$ cat config.mk
export PLATFORM = sky130hd
export DESIGN_NAME = dualcmp_timer
export DESIGN_NICKNAME = d
export VERILOG_FILES = /design/src/rtl/dualcmp_timer_pkg.sv /design/src/rtl/dualcmp_rst_sync.sv /design/src/rtl/dualcmp_tick_gen.sv /design/src/rtl/dualcmp_core.sv /design/src/rtl/dualcmp_timer.sv
export SDC_FILE = /design/constraint.sdc
export NUM_CORES = 1
export LEC_CHECK = 0
export ABC_AREA = 1
export BUFFER_PORTS_ARGS = -buffer_cell sky130_fd_sc_hd__buf_2
export CORE_UTILIZATION = 45
export DETAILED_ROUTE_END_ITERATION = 16
export MAX_ROUTING_LAYER = met4
export PLACE_DENSITY_LB_ADDON = 0.2
export SYNTH_ARGS = -nofsm -noshare
export SYNTH_HDL_FRONTEND = slang
export SYNTH_SLANG_ARGS = --single-unit
$ cat constraint.sdc
create_clock -name clk -period 4.2 [get_ports clk]
set_clock_uncertainty 0.15 [all_clocks]
set_input_delay 0.42 -clock clk [delete_from_list [all_inputs] [get_ports clk]]
set_output_delay 0.42 -clock clk [all_outputs]
set_load 0.05 [all_outputs]
$ cat src/rtl/dualcmp_timer_pkg.sv
package dualcmp_timer_pkg;

  localparam logic [1:0] SRC_DIV  = 2'd0;
  localparam logic [1:0] SRC_EXT  = 2'd1;
  localparam logic [1:0] SRC_PRE  = 2'd2;

  localparam int unsigned ADDR_CNT  = 0;
  localparam int unsigned ADDR_LIMA = 1;
  localparam int unsigned ADDR_LIMB = 2;
  localparam int unsigned ADDR_CTRL = 3;

  localparam int unsigned CTRL_W = 6;

  typedef struct packed {
    logic       flag;
    logic [1:0] src;
    logic       cont;
    logic       alt;
    logic       en;
  } ctrl_t;

endpackage

$ cat src/rtl/dualcmp_rst_sync.sv
module dualcmp_rst_sync #(
  parameter int unsigned STAGES = 2
) (
  input  logic clk,
  input  logic rst_n,
  output logic rst_n_sync
);

  logic [STAGES-1:0] stage_q;

  always_ff @(posedge clk or negedge rst_n) begin
    if (!rst_n) begin
      stage_q <= '0;
    end else begin
      stage_q <= {stage_q[STAGES-2:0], 1'b1};
    end
  end

  assign rst_n_sync = stage_q[STAGES-1];

endmodule

$ cat src/rtl/dualcmp_tick_gen.sv
module dualcmp_tick_gen
  import dualcmp_timer_pkg::*;
#(
  parameter int unsigned DIV        = 4,
  parameter int unsigned SYNC_DEPTH = 2
) (
  input  logic       clk,
  input  logic       rst_n,
  input  logic       en,
  input  logic [1:0] src,
  input  logic       ext_pin,
  input  logic       pre_tick,
  output logic       tick
);

  localparam int unsigned DW = (DIV > 1) ? $clog2(DIV) : 1;

  logic tick_div;
  logic tick_ext;

  generate
    if (DIV > 1) begin : g_div
      logic [DW-1:0] div_q, div_d;
      logic          div_last;

      assign div_last = (div_q == DW'(DIV - 1));

      always_comb begin
        if (!en)           div_d = '0;
        else if (div_last) div_d = '0;
        else               div_d = div_q + 1'b1;
      end

      always_ff @(posedge clk or negedge rst_n) begin
        if (!rst_n) div_q <= '0;
        else        div_q <= div_d;
      end

      assign tick_div = en && div_last;

      // divided source never produces two events in a row
      a_r9_div_spacing: assert property (@(posedge clk) disable iff (!rst_n)
        (src == SRC_DIV && tick) |=> !tick);
    end else begin : g_nodiv
      assign tick_div = en;
    end
  endgenerate

  logic [SYNC_DEPTH-1:0] sync_q, sync_d;
  logic                  ext_last_q;

  always_comb begin
    sync_d = {sync_q[SYNC_DEPTH-2:0], ext_pin};
  end

  always_ff @(posedge clk or negedge rst_n) begin
    if (!rst_n) begin
      sync_q     <= '0;
      ext_last_q <= 1'b0;
    end else begin
      sync_q     <= sync_d;
      ext_last_q <= sync_q[SYNC_DEPTH-1];
    end
  end

  assign tick_ext = sync_q[SYNC_DEPTH-1] && !ext_last_q;

  always_comb begin
    case (src)
      SRC_DIV: tick = tick_div;
      SRC_EXT: tick = tick_ext;
      SRC_PRE: tick = pre_tick;
      default: tick = 1'b0;
    endcase
  end

  // an external level produces a single event per rising edge
  a_r9_ext_one_per_edge: assert property (@(posedge clk) disable iff (!rst_n)
    (src == SRC_EXT && tick) |=> !tick);

endmodule

$ cat src/rtl/dualcmp_core.sv
module dualcmp_core
  import dualcmp_timer_pkg::*;
#(
  parameter int unsigned CNT_W = 16
) (
  input  logic             clk,
  input  logic             rst_n,
  input  logic             tick,
  input  logic             bus_wr,
  input  logic [1:0]       bus_addr,
  input  logic [CNT_W-1:0] bus_wdata,
  output logic [CNT_W-1:0] bus_rdata,
  output ctrl_t            ctrl,
  output logic             tmr_out
);

  logic [CNT_W-1:0] cnt_q, cnt_d;
  logic [CNT_W-1:0] lima_q, lima_d;
  logic [CNT_W-1:0] limb_q, limb_d;
  ctrl_t            ctl_q, ctl_d;
  logic             phase_q, phase_d;
  logic             out_q, out_d;

  logic             wr_cnt, wr_lima, wr_limb, wr_ctl;
  logic [CNT_W-1:0] limit;
  logic [CNT_W-1:0] cnt_inc;
  logic             adv;
  logic             roll;
  logic             start;

  assign wr_cnt  = bus_wr && (bus_addr == 2'(ADDR_CNT));
  assign wr_lima = bus_wr && (bus_addr == 2'(ADDR_LIMA));
  assign wr_limb = bus_wr && (bus_addr == 2'(ADDR_LIMB));
  assign wr_ctl  = bus_wr && (bus_addr == 2'(ADDR_CTRL));

  assign limit   = (ctl_q.alt && phase_q) ? limb_q : lima_q;
  assign cnt_inc = cnt_q + 1'b1;
  assign adv     = ctl_q.en && tick;
  assign roll    = adv && (cnt_inc == limit) && !wr_cnt;
  assign start   = wr_ctl && bus_wdata[0] && !ctl_q.en;

  always_comb begin
    if (wr_cnt)     cnt_d = bus_wdata;
    else if (roll)  cnt_d = '0;
    else if (adv)   cnt_d = cnt_inc;
    else            cnt_d = cnt_q;

    lima_d = wr_lima ? bus_wdata : lima_q;
    limb_d = wr_limb ? bus_wdata : limb_q;

    ctl_d = ctl_q;
    if (wr_ctl) begin
      ctl_d.en   = bus_wdata[0];
      ctl_d.alt  = bus_wdata[1];
      ctl_d.cont = bus_wdata[2];
      ctl_d.src  = bus_wdata[4:3];
    end else if (roll && !ctl_q.cont) begin
      ctl_d.en = 1'b0;
    end
    if (roll)                         ctl_d.flag = 1'b1;
    else if (wr_ctl && bus_wdata[5])  ctl_d.flag = 1'b0;

    if (start)                  phase_d = 1'b0;
    else if (roll && ctl_q.alt) phase_d = !phase_q;
    else                        phase_d = phase_q;

    if (ctl_q.alt) out_d = ctl_d.en ? !phase_d : 1'b1;
    else           out_d = !roll;
  end

  always_ff @(posedge clk or negedge rst_n) begin
    if (!rst_n) begin
      cnt_q   <= '0;
      lima_q  <= '0;
      limb_q  <= '0;
      ctl_q   <= '0;
      phase_q <= 1'b0;
      out_q   <= 1'b1;
    end else begin
      cnt_q   <= cnt_d;
      lima_q  <= lima_d;
      limb_q  <= limb_d;
      ctl_q   <= ctl_d;
      phase_q <= phase_d;
      out_q   <= out_d;
    end
  end

  always_comb begin
    bus_rdata = '0;
    case (bus_addr)
      2'(ADDR_CNT):  bus_rdata = cnt_q;
      2'(ADDR_LIMA): bus_rdata = lima_q;
      2'(ADDR_LIMB): bus_rdata = limb_q;
      default:       bus_rdata[CTRL_W-1:0] = ctl_q;
    endcase
  end

  assign ctrl    = ctl_q;
  assign tmr_out = out_q;

  // no event and no write leaves the count unchanged
  a_r2_hold_no_tick: assert property (@(posedge clk) disable iff (!rst_n)
    (!(ctl_q.en && tick) && !wr_cnt) |=> $stable(cnt_q));

  // reaching the limit lands on zero and raises the flag
  a_r3_wrap_to_zero: assert property (@(posedge clk) disable iff (!rst_n)
    (ctl_q.en && tick && !wr_cnt && (cnt_q + 1'b1 == limit)) |=> (cnt_q == '0 && ctl_q.flag));

  // a low output in single-limit mode always follows an event
  a_r5_low_after_event: assert property (@(posedge clk) disable iff (!rst_n)
    (!ctl_q.alt && !$past(ctl_q.alt) && !out_q) |-> $past(ctl_q.en && tick));

  // enabling restarts in the A phase
  a_r6_phase_a_on_enable: assert property (@(posedge clk) disable iff (!rst_n)
    $rose(ctl_q.en) |-> !phase_q);

  // one-shot disables itself after its wrap
  a_r7_oneshot_stop: assert property (@(posedge clk) disable iff (!rst_n)
    (roll && !ctl_q.cont && !wr_ctl) |=> !ctl_q.en);

  // flag is cleared only by writing 1 to it
  a_r8_flag_sticky: assert property (@(posedge clk) disable iff (!rst_n)
    (ctl_q.flag && !(wr_ctl && bus_wdata[5])) |=> ctl_q.flag);

  // in alternate mode a disabled timer keeps the output high
  a_r10_idle_high: assert property (@(posedge clk) disable iff (!rst_n)
    (ctl_q.alt && !wr_ctl && !ctl_q.en) |=> (out_q || ctl_q.en));

endmodule

$ cat src/rtl/dualcmp_timer.sv
module dualcmp_timer
  import dualcmp_timer_pkg::*;
#(
  parameter int unsigned CNT_W      = 16,
  parameter int unsigned DIV        = 4,
  parameter int unsigned SYNC_DEPTH = 2
) (
  input  logic             clk,
  input  logic             rst_n,
  input  logic             bus_wr,
  input  logic [1:0]       bus_addr,
  input  logic [CNT_W-1:0] bus_wdata,
  output logic [CNT_W-1:0] bus_rdata,
  input  logic             ext_pin,
  input  logic             pre_tick,
  output logic             tmr_out,
  output logic             tc_flag
);

  logic  rst_n_int;
  logic  tick;
  ctrl_t ctrl;

  dualcmp_rst_sync #(.STAGES(2)) u_rst (
    .clk        (clk),
    .rst_n      (rst_n),
    .rst_n_sync (rst_n_int)
  );

  dualcmp_tick_gen #(.DIV(DIV), .SYNC_DEPTH(SYNC_DEPTH)) u_tick (
    .clk      (clk),
    .rst_n    (rst_n_int),
    .en       (ctrl.en),
    .src      (ctrl.src),
    .ext_pin  (ext_pin),
    .pre_tick (pre_tick),
    .tick     (tick)
  );

  dualcmp_core #(.CNT_W(CNT_W)) u_core (
    .clk       (clk),
    .rst_n     (rst_n_int),
    .tick      (tick),
    .bus_wr    (bus_wr),
    .bus_addr  (bus_addr),
    .bus_wdata (bus_wdata),
    .bus_rdata (bus_rdata),
    .ctrl      (ctrl),
    .tmr_out   (tmr_out)
  );

  assign tc_flag = ctrl.flag;

endmodule

==> results_dict.tcl <==
set metrics [dict create \
    io_buffer_count 40 \
    cts_setup_buffers 0 \
    clk_latency_ns 0.36 \
    die_w_um 95.1 \
    clockBufferDepth 2 \
    pin_count 41 \
    die-area_um2 9040 \
    final_cell_mix "nand2_1 (184), inv_1 (89), dfrtp_1 (61), o21ai_0 (55), nand3_1 (44)" \
    grt_max_degree 42 \
    dieHeight_um 95.1 \
    ant_nets 0 \
    core_um2 8300 \
    rsz0062_at_grt "no" \
    synth_top_area_frac 0.398 \
    drtIter0Drc 236 \
    dp_hpwl_mm 8.30 \
    cts_num_sinks 63 \
    synth.largest_area_cell "dfrtp_1" \
    grt_pass1_wl_mm 18.2 \
    start_util 0.470 \
    setup_tns_ns 0 \
    start_kind "flip-flop" \
    fillers 844 \
    root_buffer "clkbuf_8" \
    crit_type "flip-flop to flip-flop" \
    synth-warning-count 0 \
    fin_crit_sh 0.710 \
    fin_nets 632 \
    required_ns 4.26 \
    utilization 0.529 \
    fin_area_um2 4390 \
    overflow 0 \
    clk_pin_slew_ns 0.08 \
    status "finished, final reports clean" \
    vdd_drop_max_mv 0.221 \
    vias 3875 \
    cts_buffers 9 \
    avgSynthCellArea_um2 6.87 \
    p_leak_nw 2.36 \
    synth_cells 568 \
    gp_congestion 0.919 \
    grt_pass1_vias 3666 \
    grt_antenna_before_repair 0 \
    synth_cell_types 31 \
    grt_usage 0.278 \
    critPathCaptureType "flip-flop" \
    area_growth_pct 12.5 \
    synthTopCellsByArea "dfrtp_1 (40%), nand2_1 (18%), inv_1 (8.6%)" \
    num_rows 33 \
    drive_gt1_frac 0.119 \
    syn-num-nets 593 \
    max_freq_mhz 336 \
    slew_headroom 0.237 \
    syn-cell-area_um2 3900 \
    ys_seq_area_frac 0.405 \
    cp.arrival_ns 3.04 \
    power_density_nw_per_um2 573 \
    synth_seq_cells 63 \
    remaining_drc_errors 0 \
    final_common_cell "nand2_1" \
    cap_violations 0 \
    drv_slew 0 \
    drtPass1Iterations 5 \
    setup_viol 0 \
    routed_wirelength_mm 11.1 \
    tightest_slew_ns 1.14 \
    cts_max_level 3 \
    cp_max_fo 29 \
    period_needed_ns 2.98 \
    wl_per_cell_um 15.5 \
    vias_per_cell 5.40 \
    cts_tree "done" \
    hp-class "flip-flop to asynchronous set/reset pin" \
    hold_violations 0 \
    diodes 0 \
    cts_resized 0 \
    dpl_cell_area_um2 4170 \
]
[through the flow]
stage / hold slack (ns) / setup WS [ns] / std cells / total power, mW
after floorplan: -0.0256 / 1.87 / 568 / 1.70
final: 0.0774 / 1.22 / 717 / 2.51
after detailed placement: 0.0627 / 1.33 / 699 / 1.96
after CTS: 0.0964 / 1.31 / 717 / 2.51
after global routing: 0.131 / 1.10 / 717 / 2.70
after global placement: 0.0563 / 1.43 / 699 / 1.95
[layout make-up]
type	instances	area [um^2]	share of cell area
Multi-Input combinational cell	397	1890	0.430
Sequential cell	63	1580	0.360
Inverter	89	334	0.0761
Timing Repair Buffer	47	258	0.0587
Tap cell	105	131	0.0299
Clock buffer	9	124	0.0282
Clock inverter	7	73.8	0.0168
[where the power goes]
group          total [mW]  leakage, nW  internal (mW)  switching (mW)
sequential          0.919        0.775          0.748           0.171
combinational        1.05         1.49          0.345           0.709
clock               0.540       0.0992          0.274           0.266
[cell usage after synthesis]
library cell  number
a21oi_1            4
a221oi_1           1
buf_1              1
buf_2              2
buf_4              1
buf_6              3
clkbuf_1          12
conb_1             1
dfrtp_1           62
dfstp_2            1
ha_1               2
inv_1             89
nand2_1          184
nand2_2            1
nand3_1           44
nand3b_1           3
nand4_1           11
nor2_1            32
nor2_2             5
nor2_4             1
nor3_1             1
o2111ai_1          2
o211ai_1          10
o211ai_2           2
o21ai_0           55
o21ai_1            4
o21bai_1          13
o221ai_1           3
o22ai_1           15
or2_2              1
xor2_1             2
[worst max-delay path, stage by stage, from the launching register on]
cell	delay (ns)
dfrtp_1	0.51
nand2_2	0.40
o21ai_0	0.44
inv_1	0.07
nand2_1	0.11
nand2_1	0.06
inv_1	0.05
nand3_1	0.06
nor2_1	0.10
nand3_1	0.11
o211ai_2	0.59
o21bai_1	0.16
[final timing paths]
| path | start | cells after the start | slack, ns | endpoint |
|---|---|---|---|---|
| max | u_core.ctrl[1] | 11 | 1.22 | u_core.cnt_q[8] |
| min | u_rst.stage_q[1] | 0 | 0.08 | u_core.limb_q[7] |
| max reg2reg | u_core.ctrl[1] | 11 | 1.22 | u_core.cnt_q[8] |
| min reg2reg | u_rst.stage_q[1] | 0 | 0.08 | u_core.limb_q[7] |
| max in group asynchronous | u_rst.stage_q[1] | 1 | 2.90 | u_core.tmr_out |
| min in group clk | bus_wdata[0] | 3 | 0.17 | u_core.ctrl[0] |
[registers in the layout (all words and copies together) (netlist names)]
name,count
u_tick.sync_q,2
u_tick.g_div.div_q,2
u_core.tmr_out,1
u_core.phase_q,1
u_rst.stage_q,2
u_tick.ext_last_q,1
u_core.ctrl,6
u_core.lima_q,16
u_core.limb_q,16
u_core.cnt_q,16
[layer usage]
layer  wire [um]  vias up  GRT usage
li1            -     1913          -
met1        5350     1829      0.383
met2        4910      106      0.399
met3         585       27     0.0463
met4         287        0      0.130
met5           0        -          -
[cells by family (layout without fill, tap and decap cells)]
logic type | after synthesis | after routing | synth area share
flops | 63 | 63 | 0.405
xor+xnor | 2 | 2 | 0.00449
simple gates | 283 | 283 | 0.303
buf+inv | 108 | 152 | 0.111
other cells | 1 | 1 | 0.000962
compound gates | 109 | 109 | 0.169
fa+ha+maj | 2 | 2 | 0.00642
[timing repair]
action	4_1_cts	5_1_grt
endpoints found under the setup margin	0	0
hold endpoints to repair	3	0
hold buffers	2	0
(Power assumes the default switching activity.)
